**config.mk**
```make
export PLATFORM = sky130hd
export DESIGN_NAME = font_nvm_prog
export DESIGN_NICKNAME = d
export VERILOG_FILES = /design/src/rtl/font_nvm_prog.sv
export SDC_FILE = /design/constraint.sdc
export NUM_CORES = 1
export LEC_CHECK = 0
export BUFFER_PORTS_ARGS = -buffer_cell sky130_fd_sc_hd__buf_2
export CAP_MARGIN = 20
export CORE_AREA = 10 10 62 102
export DETAILED_ROUTE_END_ITERATION = 10
export DIE_AREA = 0 0 72 112
export GPL_TIMING_DRIVEN = 0
export PLACE_DENSITY = 0.86
export SLEW_MARGIN = 20
export SYNTH_ARGS = -nofsm -noshare
export SYNTH_HDL_FRONTEND = slang
export SYNTH_SLANG_ARGS = --single-unit
```
**constraint.sdc**
```tcl
create_clock -name clk -period 6.6 [get_ports clk]
set_clock_uncertainty 0.2 [all_clocks]
set_input_delay 0.66 -clock clk [delete_from_list [all_inputs] [get_ports clk]]
set_output_delay 0.66 -clock clk [all_outputs]
set_load 0.02 [all_outputs]
```
**src/rtl/font_nvm_prog.sv**
```systemverilog
module font_nvm_prog #(
  parameter int NBYTES = 54,
  parameter int POLL_W = 16,
  parameter int GB_AW  = $clog2(NBYTES)
) (
  input  logic              clk,
  input  logic              rst_n,
  input  logic              start,
  input  logic [7:0]        char_idx,
  input  logic [POLL_W-1:0] poll_limit,
  input  logic              bus_lock_busy,
  output logic              lock_own,
  output logic              done,
  output logic              err,
  output logic [GB_AW-1:0]  gb_addr,
  input  logic [7:0]        gb_data,
  output logic              cs_n,
  output logic              txn_req,
  output logic              txn_write,
  output logic [7:0]        txn_addr,
  output logic [7:0]        txn_wdata,
  input  logic              txn_ack,
  input  logic [7:0]        txn_rdata
);
  localparam logic [7:0] REG_MODE   = 8'h00;
  localparam logic [7:0] REG_CMD    = 8'h08;
  localparam logic [7:0] REG_HI     = 8'h09;
  localparam logic [7:0] REG_LO     = 8'h0A;
  localparam logic [7:0] REG_DATA   = 8'h0B;
  localparam logic [7:0] REG_STATUS = 8'hA0;
  localparam logic [7:0] CMD_COMMIT = 8'hA0;
  localparam int         BUSY_BIT   = 5;
  localparam logic [GB_AW-1:0] LAST = GB_AW'(NBYTES - 1);

  typedef enum logic [2:0] {
    S_IDLE, S_OFF, S_HI, S_LO, S_DAT, S_CMT, S_POLL, S_FIN
  } state_t;

  state_t            state;
  logic [7:0]        idx_q;
  logic [GB_AW-1:0]  bcnt;
  logic [POLL_W-1:0] pcnt;
  logic              err_q;
  logic              out_of_polls;

  assign out_of_polls = ({1'b0, pcnt} + 1'b1) >= {1'b0, poll_limit};

  assign lock_own  = (state != S_IDLE) && (state != S_FIN);
  assign cs_n      = !lock_own;
  assign txn_req   = lock_own;
  assign done      = (state == S_FIN);
  assign err       = err_q;
  assign gb_addr   = bcnt;
  assign txn_write = (state != S_POLL);

  always_comb begin
    txn_addr  = REG_MODE;
    txn_wdata = 8'h00;
    case (state)
      S_HI:   begin txn_addr = REG_HI;     txn_wdata = idx_q;              end
      S_LO:   begin txn_addr = REG_LO;     txn_wdata = 8'(bcnt);           end
      S_DAT:  begin txn_addr = REG_DATA;   txn_wdata = gb_data;            end
      S_CMT:  begin txn_addr = REG_CMD;    txn_wdata = CMD_COMMIT;         end
      S_POLL: begin txn_addr = REG_STATUS; txn_wdata = 8'h00;              end
      default: ;
    endcase
  end

  always_ff @(posedge clk or negedge rst_n) begin
    if (!rst_n) begin
      state <= S_IDLE;
      idx_q <= '0;
      bcnt  <= '0;
      pcnt  <= '0;
      err_q <= 1'b0;
    end else begin
      case (state)
        S_IDLE: if (start && !bus_lock_busy) begin
          state <= S_OFF;
          idx_q <= char_idx;
          bcnt  <= '0;
          pcnt  <= '0;
          err_q <= 1'b0;
        end
        S_OFF: if (txn_ack) state <= S_HI;
        S_HI:  if (txn_ack) state <= S_LO;
        S_LO:  if (txn_ack) state <= S_DAT;
        S_DAT: if (txn_ack) begin
          if (bcnt == LAST) state <= S_CMT;
          else begin
            bcnt  <= bcnt + 1'b1;
            state <= S_LO;
          end
        end
        S_CMT: if (txn_ack) state <= S_POLL;
        S_POLL: if (txn_ack) begin
          if (!txn_rdata[BUSY_BIT]) state <= S_FIN;
          else if (out_of_polls) begin
            err_q <= 1'b1;
            state <= S_FIN;
          end else pcnt <= pcnt + 1'b1;
        end
        default: state <= S_IDLE;
      endcase
    end
  end
endmodule

```
Word level (Yosys, flattened, before mapping). Cells that the tools add are included.

Register bits: 34. Output and inout port bits: 28. Bits of input ports: 45.

Reduce and logical (&&, ||, !) cells: 13. Equality and inequality tests: 22. Add/sub/neg operators: 3. Magnitude comparators: 1. Mux-type cells: 27.

Operator list (count): 2-to-1 mux 16 bit (4); one-hot mux 8 bit (5 select lines) (1); one-hot mux 16 bit (2 select lines) (1); one-hot mux 8 bit (4 select lines) (1); 2-to-1 mux 3 bit (10); != test 2 bit, second input constant (11); one-hot mux 3 bit (7 select lines) (1); 2-to-1 mux 6 bit (3); adder 16 x 1 -> 17 bit, second input constant (1); greater-or-equal comparator 17 x 16 -> 1 bit (1); adder 16 x 1 -> 16 bit, second input constant (1); equality test 3 bit, second input constant (4); one-hot mux 6 bit (2 select lines) (1); AND reduction 5 bit (2); != test 3 bit, second input constant (3); AND reduction 8 bit (1); adder 6 x 1 -> 6 bit, second input constant (1); equality test 3 x 2 -> 1 bit, second input constant (2); equality test 6 bit, second input constant (1); 2-to-1 mux 1 bit (4); AND reduction 4 bit (1); nonzero test 2 bit (2); equality test 3 x 1 -> 1 bit, second input constant (1); zero test 3 bit (1); 5 further kinds (7).

Logic depth before layout (Yosys ltp). Gate-level depths: netlist of the first run.

Depth in word-level cells: 6. Depth in mapped cells: 15. Gate-level depth less buffers: 13.

Least setup slack after synthesis of the first run. OpenSTA, ideal clock, no wires.

Path kind: flip-flop to flip-flop. Start point: register pcnt[0]. End point: register pcnt[11]. Cell stages (with the launch flop): 14. Data required time: 6275 ps. Buffers on the path: 2. Arrival time: 3125 ps. Setup slack: 3150 ps. Library setup time: 125 ps. Cell sequence: dfrtp_1 -> ha_1 -> nand3_1 -> nor3_1 -> and4_1 -> xor2_1 -> ha_1 -> nand2_1 -> or3_1 -> o31ai_4 -> or2_1 -> buf_6 -> buf_6 -> mux2_4.

Word-level cells in the longest chain between the ends: 5.

RTL lines: from (decl) (line 42) `logic [POLL_W-1:0] pcnt;`; from (signal assigned) (line 101) `end else pcnt <= pcnt + 1'b1;`; parallel branches: the longest is 5 deep, another holds adder 16 x 1 -> 17 bit.

Several ways; the timed one is not identified. The select of a mux whose other input is x is not followed. A chain may end at the register's enable or synchronous reset.

Worst setup path after layout of the first run.
Start point: register pcnt[0]. End point: register pcnt[12].

The elaborated chain is that of the path after synthesis.

==> results of run 1 <==
state kept, by name, summed over array words and instances (netlist names):
name,count
idx_q,8
gb_addr,6
err,1
pcnt,16
state,3
synth_stat cells, types with 2 or more instances:
cell / number
a211oi_1: 7
a21o_1: 2
a21oi_1: 9
a31o_1: 6
and2_1: 7
and3_1: 2
and4_1: 2
buf_2: 2
buf_4: 5
buf_6: 3
clkbuf_1: 6
dfrtp_1: 34
ha_1: 19
inv_1: 23
mux2_1: 6
mux2_4: 2
mux2i_1: 6
nand2_1: 58
nand2b_1: 8
nand3_1: 7
nand3b_1: 2
nand4_1: 6
nor2_1: 19
nor2b_1: 2
nor3_1: 2
o211ai_1: 3
o21ai_0: 13
o21ai_1: 4
or2_1: 4
or2_2: 4
or3_1: 4
xnor2_1: 3
xor2_1: 9
layer usage:
metal	vias up	GRT usage, %
li1	1164	-
met1	1060	16.4
met2	69	28.4
met3	13	5.24
met4	0	8.17
met5	-	0
final timing paths:
kind                                       from                    to  slack [ns]
min in group clk           idx_q[6]$_DFFE_PN0P_  idx_q[6]$_DFFE_PN0P_        0.28
max reg2reg                 pcnt[0]$_DFFE_PN0P_  pcnt[12]$_DFFE_PN0P_        2.48
min reg2reg                idx_q[6]$_DFFE_PN0P_  idx_q[6]$_DFFE_PN0P_        0.28
max in group asynchronous                 rst_n   pcnt[8]$_DFFE_PN0P_        5.50
max                         pcnt[0]$_DFFE_PN0P_  pcnt[12]$_DFFE_PN0P_        2.48
min                                       rst_n  idx_q[1]$_DFFE_PN0P_        0.23
critical path, stage by stage (launching register included):
cell and delay, ns:
dfrtp_1 0.45, ha_1 0.23, nand3_1 0.13, nor3_1 0.51, nand3_1 0.17, nand2_1 0.13
nand2_1 0.07, ha_1 0.29, nand3_1 0.08, or3_1 0.46, o31ai_4 0.49, or2_1 0.18
buf_6 0.14, buf_6 0.15, mux2_4 0.30
cell type report:
cell class / instances / share of cell area, %
multi-input combinational: 230 / 49.6
sequential: 34 / 28.2
timing repair buffer: 62 / 10.3
buffer: 16 / 3.45
inverter: 25 / 3.24
clock buffer: 7 / 2.86
tap: 52 / 2.16
clock inverter: 1 / 0.166
cells by family after synthesis:
logic type | synth area share [%]
buffers and inverters | 7.93
other | 0.148
and+or+nand+nor | 24.7
DFF | 33.5
xor gates and xnor gates | 4.14
muxes | 6.65
AOI/OAI and AO/OA | 13.6
adders and majority gates | 9.36
power by group:
part | internal, mW | switching, mW
Clock | 0.0841 | 0.0744
Sequential | 0.251 | 0.0323
Combinational | 0.145 | 0.256
Total | 0.481 | 0.363
metrics by stage:
stage	util (%)	hold slack, ns	power (mW)	cell area, µm²	setup WS [ns]
floorplan	-	0.164	0.560	2550	3.15
global placement	63.2	0.262	0.687	2920	2.56
detailed placement	63.2	0.268	0.694	2920	2.51
CTS	65.2	0.260	0.854	3010	2.47
global route	65.2	0.300	0.912	3010	2.24
finish	65.2	0.230	0.844	3010	2.48
==> summary.md, run 1 <==
| Metric | Value |
|---|---|
| Iter 0 DRT Violations | 85 |
| Clock tree from TritonCTS | done |
| Cells resized by post-CTS repair | 0 |
| Pins Over Slew Limit | 0 |
| Routed via count divided by cell count | 5.40 |
| Routability Congestion | 0.891 |
| Width of the die | 72 µm |
| First drt pass iteration count | 4 |
| Final net count | 438 |
| Number of buffers inserted during clock tree synthesis | 5 |
| Vertical extent of the die | 112 µm |
| Final-report setup violation count | 0 |
| Max transition margin | 51.5% |
| Remaining antenna violation count | 0 |
| Number of violations of the max-capacitance limit | 0 |
| Total overflow reported by the global router | 0 |
| Global-route wire length before repair | 10.9 mm |
| Power per unit of standard cell area | 280 mW/mm² |
| Max H-tree Level | 2 |
| Number of global-route vias before repair | 2,427 |
| Post-synthesis cell count | 303 |
| Area growth from synthesis to final layout | 18.7% |
| Diodes inserted | 0 |
| Most common cell after layout, fill and taps aside | buf_2 |
| Clk_lat worst skew | 0.28 ns |
| Number of flops mapped to enable cells by yosys | 0 |
| Clock root cell | clkbuf_8 |
| Arrival time at the worst endpoint | 4.09 ns |
| Outcome | completed |
| Avg Cell Area, Syn | 8.38 µm² |
| Sequential cell area | 851 µm² |
| Min Clock Period, post-route | 4.12 ns |
| Number of different library cells in the post-synthesis netlist | 47 |
| Worst hold-check path type | input pin to asynchronous set/reset pin |
| Met2 wire length | 3.33 mm |
| Wire length on met3 | 409 µm |
| Netlist area before placement | 0.00254 mm² |
| Initial cell density of the core | 54.9% |
| Ys flop type | dfrtp_1 |
| Overall via count from detail_route | 2,306 |
| Post-route insts no fill | 427 |
| Period Utilization, post-route | 62.4% |
| Number of port buffers | 62 |
| Maximum number of buffers from clock root to sink | 2 |
| Final sum of negative setup slack | 0 ns |
| I/O pin total | 73 |
| Slew of the pin with the lowest slew margin | 0.727 ns |
| Placeable core area | 0.00462 mm² |
| Ranking of synthesized cells by area | dfrtp_1 33%, ha_1 9.4%, nand2_1 8.6%, inv_1 3.4%, xor2_1 3.1% |
| VDD IR-drop max | 0.275 mV |
| Maximum clock frequency | 0.243 GHz |
| Number of fill cells | 408 |
| Top layer reached by signal wires | met4 |
| Area of the multi-input gates | 0.00150 mm² |
| Antenna violations before repair | 0 |
| Worst endpoint required time | 6.57 ns |
| # placed instances | 419 |
| Overall fraction of global-route tracks in use | 16.2% |
| Worst Reg-to-Reg Cells | 14 |
| Hpwl dp | 5.24 mm |
| Async S/R FF share, synth | 100% |
| Leak Pwr | 1.66 nW |
| Unrepaired setup endpoints after global routing | no |
| Worst-path fanout max | 10 |
| Metal1 wirelength | 2.44 mm |
| Total clock sinks | 34 |
| Kind of critical path | register to register |
| DR WL/cell | 14.9 µm |
| Kind of capture point of the worst setup path | register |
| Leading cell types in the layout, fill and taps excluded | 64 x buf_2, 58 x nand2_1, 34 x dfrtp_1, 23 x inv_1 |
| Yosys Warn Count | 0 |
| Clock-pin slew on the worst setup and hold paths | 0.07 ns |
| Number of hold violations in the final report | 0 |
| Category of the worst setup path launch point | register |
| Post-synthesis cell type with the largest combined area | dfrtp_1 |
| Seq cells post-synth | 34 |
| Fraction of layout instances using a drive strength above 1 | 24.3% |
| Core Rows | 33 |
| DR DRC count | 0 |
| Drt total wl | 6.37 mm |
| Seq/Total Area, Yosys | 33.5% |
| Share of the synthesized area in the top cell type | 33.5% |
| Area enclosed by the die boundary | 0.00806 mm² |
| Maximum number of pins on one net before global-route repair | 35 |
| # hold bufs at CTS | 0 |
| Post-CTS Setup Bufs | 0 |
(Power assumes the default switching activity.)
==> inputs of run 2 (changes only) <==
--- a/config.mk
+++ b/config.mk
@@ -7,11 +7,11 @@
 export LEC_CHECK = 0
 export BUFFER_PORTS_ARGS = -buffer_cell sky130_fd_sc_hd__buf_2
 export CAP_MARGIN = 20
-export CORE_AREA = 10 10 62 102
+export CORE_AREA = 10 10 67 111
 export DETAILED_ROUTE_END_ITERATION = 10
-export DIE_AREA = 0 0 72 112
+export DIE_AREA = 0 0 77 121
 export GPL_TIMING_DRIVEN = 0
-export PLACE_DENSITY = 0.86
+export PLACE_DENSITY = 0.76
 export SLEW_MARGIN = 20
 export SYNTH_ARGS = -nofsm -noshare
 export SYNTH_HDL_FRONTEND = slang
==> constraint.sdc (replaced) <==
create_clock -name clk -period 3.5 [get_ports clk]
set_clock_uncertainty 0.2 [all_clocks]
set_input_delay 0.35 -clock clk [delete_from_list [all_inputs] [get_ports clk]]
set_output_delay 0.35 -clock clk [all_outputs]
set_load 0.02 [all_outputs]
==> summary.md, run 2 (same netlist as run 1, synthesis figures left out) <==
| Metric | Value |
|---|---|
| Max H-tree Level | 2 |
| Total overflow reported by the global router | 0 |
| Largest register FFs | 16 |
| Vertical extent of the die | 121 µm |
| I/O pin total | 73 |
| Total clock sinks | 34 |
| Drt total wl | 6.90 mm |
| Final-report setup violation count | 0 |
| DR DRC count | 0 |
| Routed via count divided by cell count | 5.21 |
| Worst path most repeated cell | ha_1 |
| Most common cell after layout, fill and taps aside | buf_2 |
| Post-layout total power | 1.62 mW |
| Initial cell density of the core | 45.8% |
| Number of global-route vias before repair | 2,563 |
| Kind of critical path | register to register |
| Hpwl dp | 5.30 mm |
| Placeable core area | 0.00554 mm² |
| Kind of capture point of the worst setup path | register |
| Area growth from synthesis to final layout | 26.5% |
| Category of the worst setup path launch point | register |
| Overall fraction of global-route tracks in use | 15.0% |
| Critical path, cell by cell | ha_1 > nand3_2 > nor3_4 > and4_1 > xor2_2 > ha_1 > nand2_1 > or3_4 > o31ai_4 > or2_1 > buf_12 > mux2_1 |
| Min Clock Period, post-route | 3.34 ns |
| Worst Hold Margin | 0.0499 ns |
| Number of buffers inserted during clock tree synthesis | 5 |
| Clock tree from TritonCTS | done |
| Remaining antenna violation count | 0 |
| Antenna violations before repair | 0 |
| Outcome | completed |
| Number of hold violations in the final report | 0 |
| Slowest cell delay on critical path | 0.41 ns |
| Number of violations of the max-capacitance limit | 0 |
| Global-route wire length before repair | 11.8 mm |
| Core Rows | 36 |
| Leading cell types in the layout, fill and taps excluded | 63 x buf_2, 57 x nand2_1, 33 x dfrtp_1, 23 x inv_1, 19 x nor2_1 |
| VDD IR-drop max | 0.435 mV |
| Diodes inserted | 0 |
| DR WL/cell | 14.9 µm |
| Maximum clock frequency | 0.299 GHz |
| Clk_lat worst skew | 0.29 ns |
| Maximum number of pins on one net before global-route repair | 35 |
| Fraction of layout instances using a drive strength above 1 | 29.2% |
| Clock root cell | clkbuf_8 |
| Leak Pwr | 1.75 nW |
| Routability Congestion | 0.889 |
| Top reg by flops | pcnt |
| First drt pass iteration count | 4 |
| Maximum number of buffers from clock root to sink | 2 |
| Worst endpoint required time | 3.47 ns |
| Worst-path fanout max | 13 |
| Width of the die | 77 µm |
| Slew of the pin with the lowest slew margin | 0.781 ns |
| Worst hold-check path type | input pin to register |
| Unrepaired setup endpoints after global routing | yes |
| Cell with the largest stage delay on the worst path | dfrtp_2 |
| Area enclosed by the die boundary | 0.00932 mm² |
| Power per unit of standard cell area | 505 mW/mm² |
| Arrival time at the worst endpoint | 3.31 ns |
| Final net count | 450 |
| Max transition margin | 47.9% |
| Pins Over Slew Limit | 0 |
| Iter 0 DRT Violations | 143 |
| Period Utilization, post-route | 95.5% |
| Overall via count from detail_route | 2,411 |
| Number of port buffers | 62 |
| Clock-pin slew on the worst setup and hold paths | 0.08 ns |
==> run 2: cell types whose count changed in the layout (fill, tap and decap cells not counted), sizes merged <==
cell         before  now
clkbuf           13   14
buf              72   82
dlygate4sd3       0    1
==> run 2: worst max-delay path: cells and delay by family, from the launching register on <==
kind	cells	cell delay [ns]
mux	1	0.33
xor+xnor	1	0.08
simple gates	6	1.29
fa+ha+maj	2	0.50
compound gates	1	0.26
buf+inv	1	0.15
flops	1	0.41
==> run 2: area by class of cell <==
cell class / instances / area [µm²]
clock buffer: 7 / 86.3
timing repair buffer: 75 / 410
clock inverter: 1 / 5.00
inverter: 25 / 97.6
multi-input combinational: 230 / 1560
tap: 76 / 95.1
fill: 515 / 2330
buffer: 15 / 104
sequential: 34 / 852
==> run 2: final timing paths <==
check / startpoint / endpoint / slack [ns] / cells past startpoint
min in group asynchronous: rst_n / idx_q[0]$_DFFE_PN0P_ / 0.48 / 2
max reg2reg: pcnt[0]$_DFFE_PN0P_ / pcnt[8]$_DFFE_PN0P_ / 0.16 / 12
max in group asynchronous: rst_n / pcnt[0]$_DFFE_PN0P_ / 2.07 / 2
min: char_idx[6] / idx_q[6]$_DFFE_PN0P_ / 0.05 / 3
max: pcnt[0]$_DFFE_PN0P_ / pcnt[8]$_DFFE_PN0P_ / 0.16 / 12
min reg2reg: idx_q[2]$_DFFE_PN0P_ / idx_q[2]$_DFFE_PN0P_ / 0.29 / 2
==> run 2: per-layer routing <==
| metal | vias up | GRT usage [%] | share of wire (%) |
|---|---|---|---|
| li1 | 1188 | - | - |
| met1 | 1112 | 16.2 | 40 |
| met2 | 93 | 26.5 | 51 |
| met3 | 18 | 4.30 | 6.7 |
| met4 | 0 | 6.88 | 2.9 |
| met5 | - | 0 | 0 |
==> run 2: timing repair <==
| action | 4_1_cts | 5_1_grt |
|---|---|---|
| hold buffers | 1 | 0 |
| resized for setup | 7 | 8 |
| pin swaps | 4 | 4 |
| hold endpoints to repair | 34 | 0 |
| setup buffers | 5 | 7 |
| setup endpoints to repair | 18 | 14 |
| gates cloned | 0 | 0 |
==> run 2: stage by stage <==
| step | instances | setup TNS (ns) | area, µm² | utilization [%] | worst slack (ns) |
|---|---|---|---|---|---|
| 6_report | 463 | 0 | 3210 | 58.0 | 0.159 |
| 3_3_place_gp | 443 | -7.94 | 2950 | 53.3 | -0.640 |
| 2_1_floorplan | 305 | 0 | 2550 | - | 0.0498 |
| 5_1_grt | 463 | -0.136 | 3210 | 58.0 | -0.0304 |
| 3_5_place_dp | 443 | -9.16 | 2950 | 53.3 | -0.707 |
| 4_1_cts | 456 | 0 | 3110 | 56.2 | 0.0119 |
==> run 2: power breakdown <==
group | total, mW | internal (mW) | switching, mW | leakage (nW)
Combinational | 0.777 | 0.283 | 0.495 | 1.25
Clock | 0.307 | 0.159 | 0.148 | 0.0482
Sequential | 0.536 | 0.474 | 0.0616 | 0.454
==> inputs of run 3 (changes only) <==
--- a/config.mk
+++ b/config.mk
@@ -7,11 +7,11 @@
 export LEC_CHECK = 0
 export BUFFER_PORTS_ARGS = -buffer_cell sky130_fd_sc_hd__buf_2
 export CAP_MARGIN = 20
-export CORE_AREA = 10 10 67 111
+export CORE_AREA = 10 10 72 119
 export DETAILED_ROUTE_END_ITERATION = 10
-export DIE_AREA = 0 0 77 121
+export DIE_AREA = 0 0 82 129
 export GPL_TIMING_DRIVEN = 0
-export PLACE_DENSITY = 0.76
+export PLACE_DENSITY = 0.67
 export SLEW_MARGIN = 20
 export SYNTH_ARGS = -nofsm -noshare
 export SYNTH_HDL_FRONTEND = slang
==> summary.md, run 3 (same netlist as run 1, synthesis figures left out) <==
| Metric | Value |
|---|---|
| Outcome | completed |
| Maximum number of buffers from clock root to sink | 2 |
| Post-route insts no fill | 469 |
| DR DRC count | 0 |
| Area enclosed by the die boundary | 0.0106 mm² |
| First drt pass iteration count | 4 |
| Number of fill cells | 659 |
| Reg2reg setup slack | 0.15 ns |
| Arrival time at the worst endpoint | 3.32 ns |
| Worst Reg-to-Reg Cells | 14 |
| Antenna violations before repair | 0 |
| Overall via count from detail_route | 2,382 |
| VDD IR-drop max | 0.492 mV |
| Hpwl dp | 5.41 mm |
| Clock root cell | clkbuf_16 |
| Min Clock Period, post-route | 3.35 ns |
| Category of the worst setup path launch point | register |
| Iter 0 DRT Violations | 144 |
| Worst setup path endpoint | pcnt[11]$_DFFE_PN0P_ |
| Routability Congestion | 0.811 |
| Number of hold violations in the final report | 0 |
| Cell with the largest stage delay on the worst path | dfrtp_1 |
| Largest register FFs | 16 |
| CP Depth | 14 |
| Slowest cell delay on critical path | 0.43 ns |
| Power per unit of standard cell area | 530 mW/mm² |
| Top reg by flops | pcnt |
| Worst hold-check path type | input pin to register |
| Maximum number of pins on one net before global-route repair | 35 |
| Remaining antenna violation count | 0 |
| Final-report setup violation count | 0 |
| Final net count | 450 |
| Leak Pwr | 1.78 nW |
| Number of buffers inserted during clock tree synthesis | 5 |
| Count of buffer and inverter cells on the critical path | 3 |
| Width of the die | 82 µm |
| Kind of capture point of the worst setup path | register |
| Pins Over Slew Limit | 0 |
| Number of global-route vias before repair | 2,531 |
| Max H-tree Level | 2 |
| Most common cell after layout, fill and taps aside | buf_2 |
| Area growth from synthesis to final layout | 30.8% |
| Category of cells accounting for the largest share of critical-path delay | simple AND/OR/NAND/NOR gates |
| Post-Layout Inst Area | 0.00332 mm² |
| Vertical extent of the die | 129 µm |
| Number of violations of the max-capacitance limit | 0 |
| Overall fraction of global-route tracks in use | 14.1% |
| Fraction of layout instances using a drive strength above 1 | 30.0% |
| Critical path, cell by cell | nand4_1 > or3_4 > buf_4 > nor2_2 > xor2_1 > ha_1 > nand2_2 > or3_4 > nand2b_4 > nand4_1 > or2_1 > buf_6 > buf_8 > mux2_4 |
| DR WL/cell | 15.1 µm |
| Maximum clock frequency | 0.298 GHz |
| Initial cell density of the core | 38.8% |
| Placeable core area | 0.00654 mm² |
| Routed via count divided by cell count | 5.08 |
| # placed instances | 449 |
| Total clock sinks | 34 |
| Core Rows | 39 |
| Max transition margin | 48.2% |
| Clock-pin slew on the worst setup and hold paths | 0.06 ns |
| Final sum of negative setup slack | 0 ns |
| Worst path setup slack after routing | 0.147 ns |
| Period Utilization, post-route | 95.8% |
| Leading cell types in the layout, fill and taps excluded | 64 x buf_2, 57 x nand2_1, 32 x dfrtp_1, 23 x inv_1, 18 x nor2_1 |
| Number of port buffers | 62 |
| Diodes inserted | 0 |
| Worst-path fanout max | 6 |
| Total overflow reported by the global router | 0 |
| Clk_lat worst skew | 0.28 ns |
| Clock tree from TritonCTS | done |
| I/O pin total | 73 |
| Reg2reg start | pcnt[2]$_DFFE_PN0P_ |
| Critical Path Start | pcnt[2]$_DFFE_PN0P_ |
| Instance area after placement | 0.00296 mm² |
| Worst endpoint required time | 3.46 ns |
| FF-to-FF End | pcnt[11]$_DFFE_PN0P_ |
| Drt total wl | 7.10 mm |
| Global-route wire length before repair | 11.8 mm |
| Slew of the pin with the lowest slew margin | 0.778 ns |
| Worst Hold Margin | 0.0574 ns |
| Pre-CTS setup slack | -0.589 ns |
| Kind of critical path | register to register |
[run 3: cell counts in the layout (fill, tap and decap cells not counted)]
Identical to the previous run, type by type.
[run 3: worst min-delay path by stage]
stage	start	end	slack, ns	cells after the start
floorplan	rst_n	err$_DFFE_PN0P_	-0.15	0
global placement	idx_q[1]$_DFFE_PN0P_	idx_q[1]$_DFFE_PN0P_	0.26	2
detailed placement	idx_q[0]$_DFFE_PN0P_	idx_q[0]$_DFFE_PN0P_	0.26	2
CTS	char_idx[3]	idx_q[3]$_DFFE_PN0P_	0.06	3
global route	char_idx[6]	idx_q[6]$_DFFE_PN0P_	0.07	3
finish	char_idx[3]	idx_q[3]$_DFFE_PN0P_	0.06	3
[run 3: layout make-up]
cell class | count | area (µm²) | share of cell area [%]
Multi-Input combinational cell | 230 | 1580 | 47.6
Sequential cell | 34 | 853 | 25.7
Timing Repair Buffer | 74 | 433 | 13.0
Clock buffer | 7 | 143 | 4.29
Buffer | 16 | 108 | 3.24
Tap cell | 82 | 103 | 3.09
Inverter | 25 | 97.6 | 2.94
Clock inverter | 1 | 5.00 | 0.151
[run 3: timing repair]
item,CTS,global route
gates resized for setup,5,13
hold endpoints to repair,34,0
hold buffers,1,0
pin swaps,3,10
setup endpoints to repair,17,17
setup buffers,3,7
cloned,0,1
[run 3: worst register-to-register path, stage by stage, from the launching register on]
cell      delay [ns]
dfrtp_1         0.43
nand4_1         0.18
or3_4           0.38
buf_4           0.16
nor2_2          0.12
xor2_1          0.09
ha_1            0.30
nand2_2         0.06
or3_4           0.40
nand2b_4        0.15
nand4_1         0.09
or2_1           0.12
buf_6           0.15
buf_8           0.13
mux2_4          0.29
[run 3: through the flow]
stage	power, mW	util, %
floorplan	1.06	-
global placement	1.29	45.3
detailed placement	1.31	45.3
CTS	1.77	48.4
global route	1.89	50.8
finish	1.76	50.8
[run 3: power by group]
part,internal [mW],switching (mW)
Combinational,0.281,0.491
Clock,0.282,0.167
Sequential,0.475,0.0628
Total,1.04,0.721
[run 3: metal layers]
metal  wire [µm]  up-vias  track usage, %
li1            -     1187               -
met1        2710     1107            14.9
met4         135        0            4.33
met5           0        -               0
met3         536       10            4.74
met2        3720       78            25.1
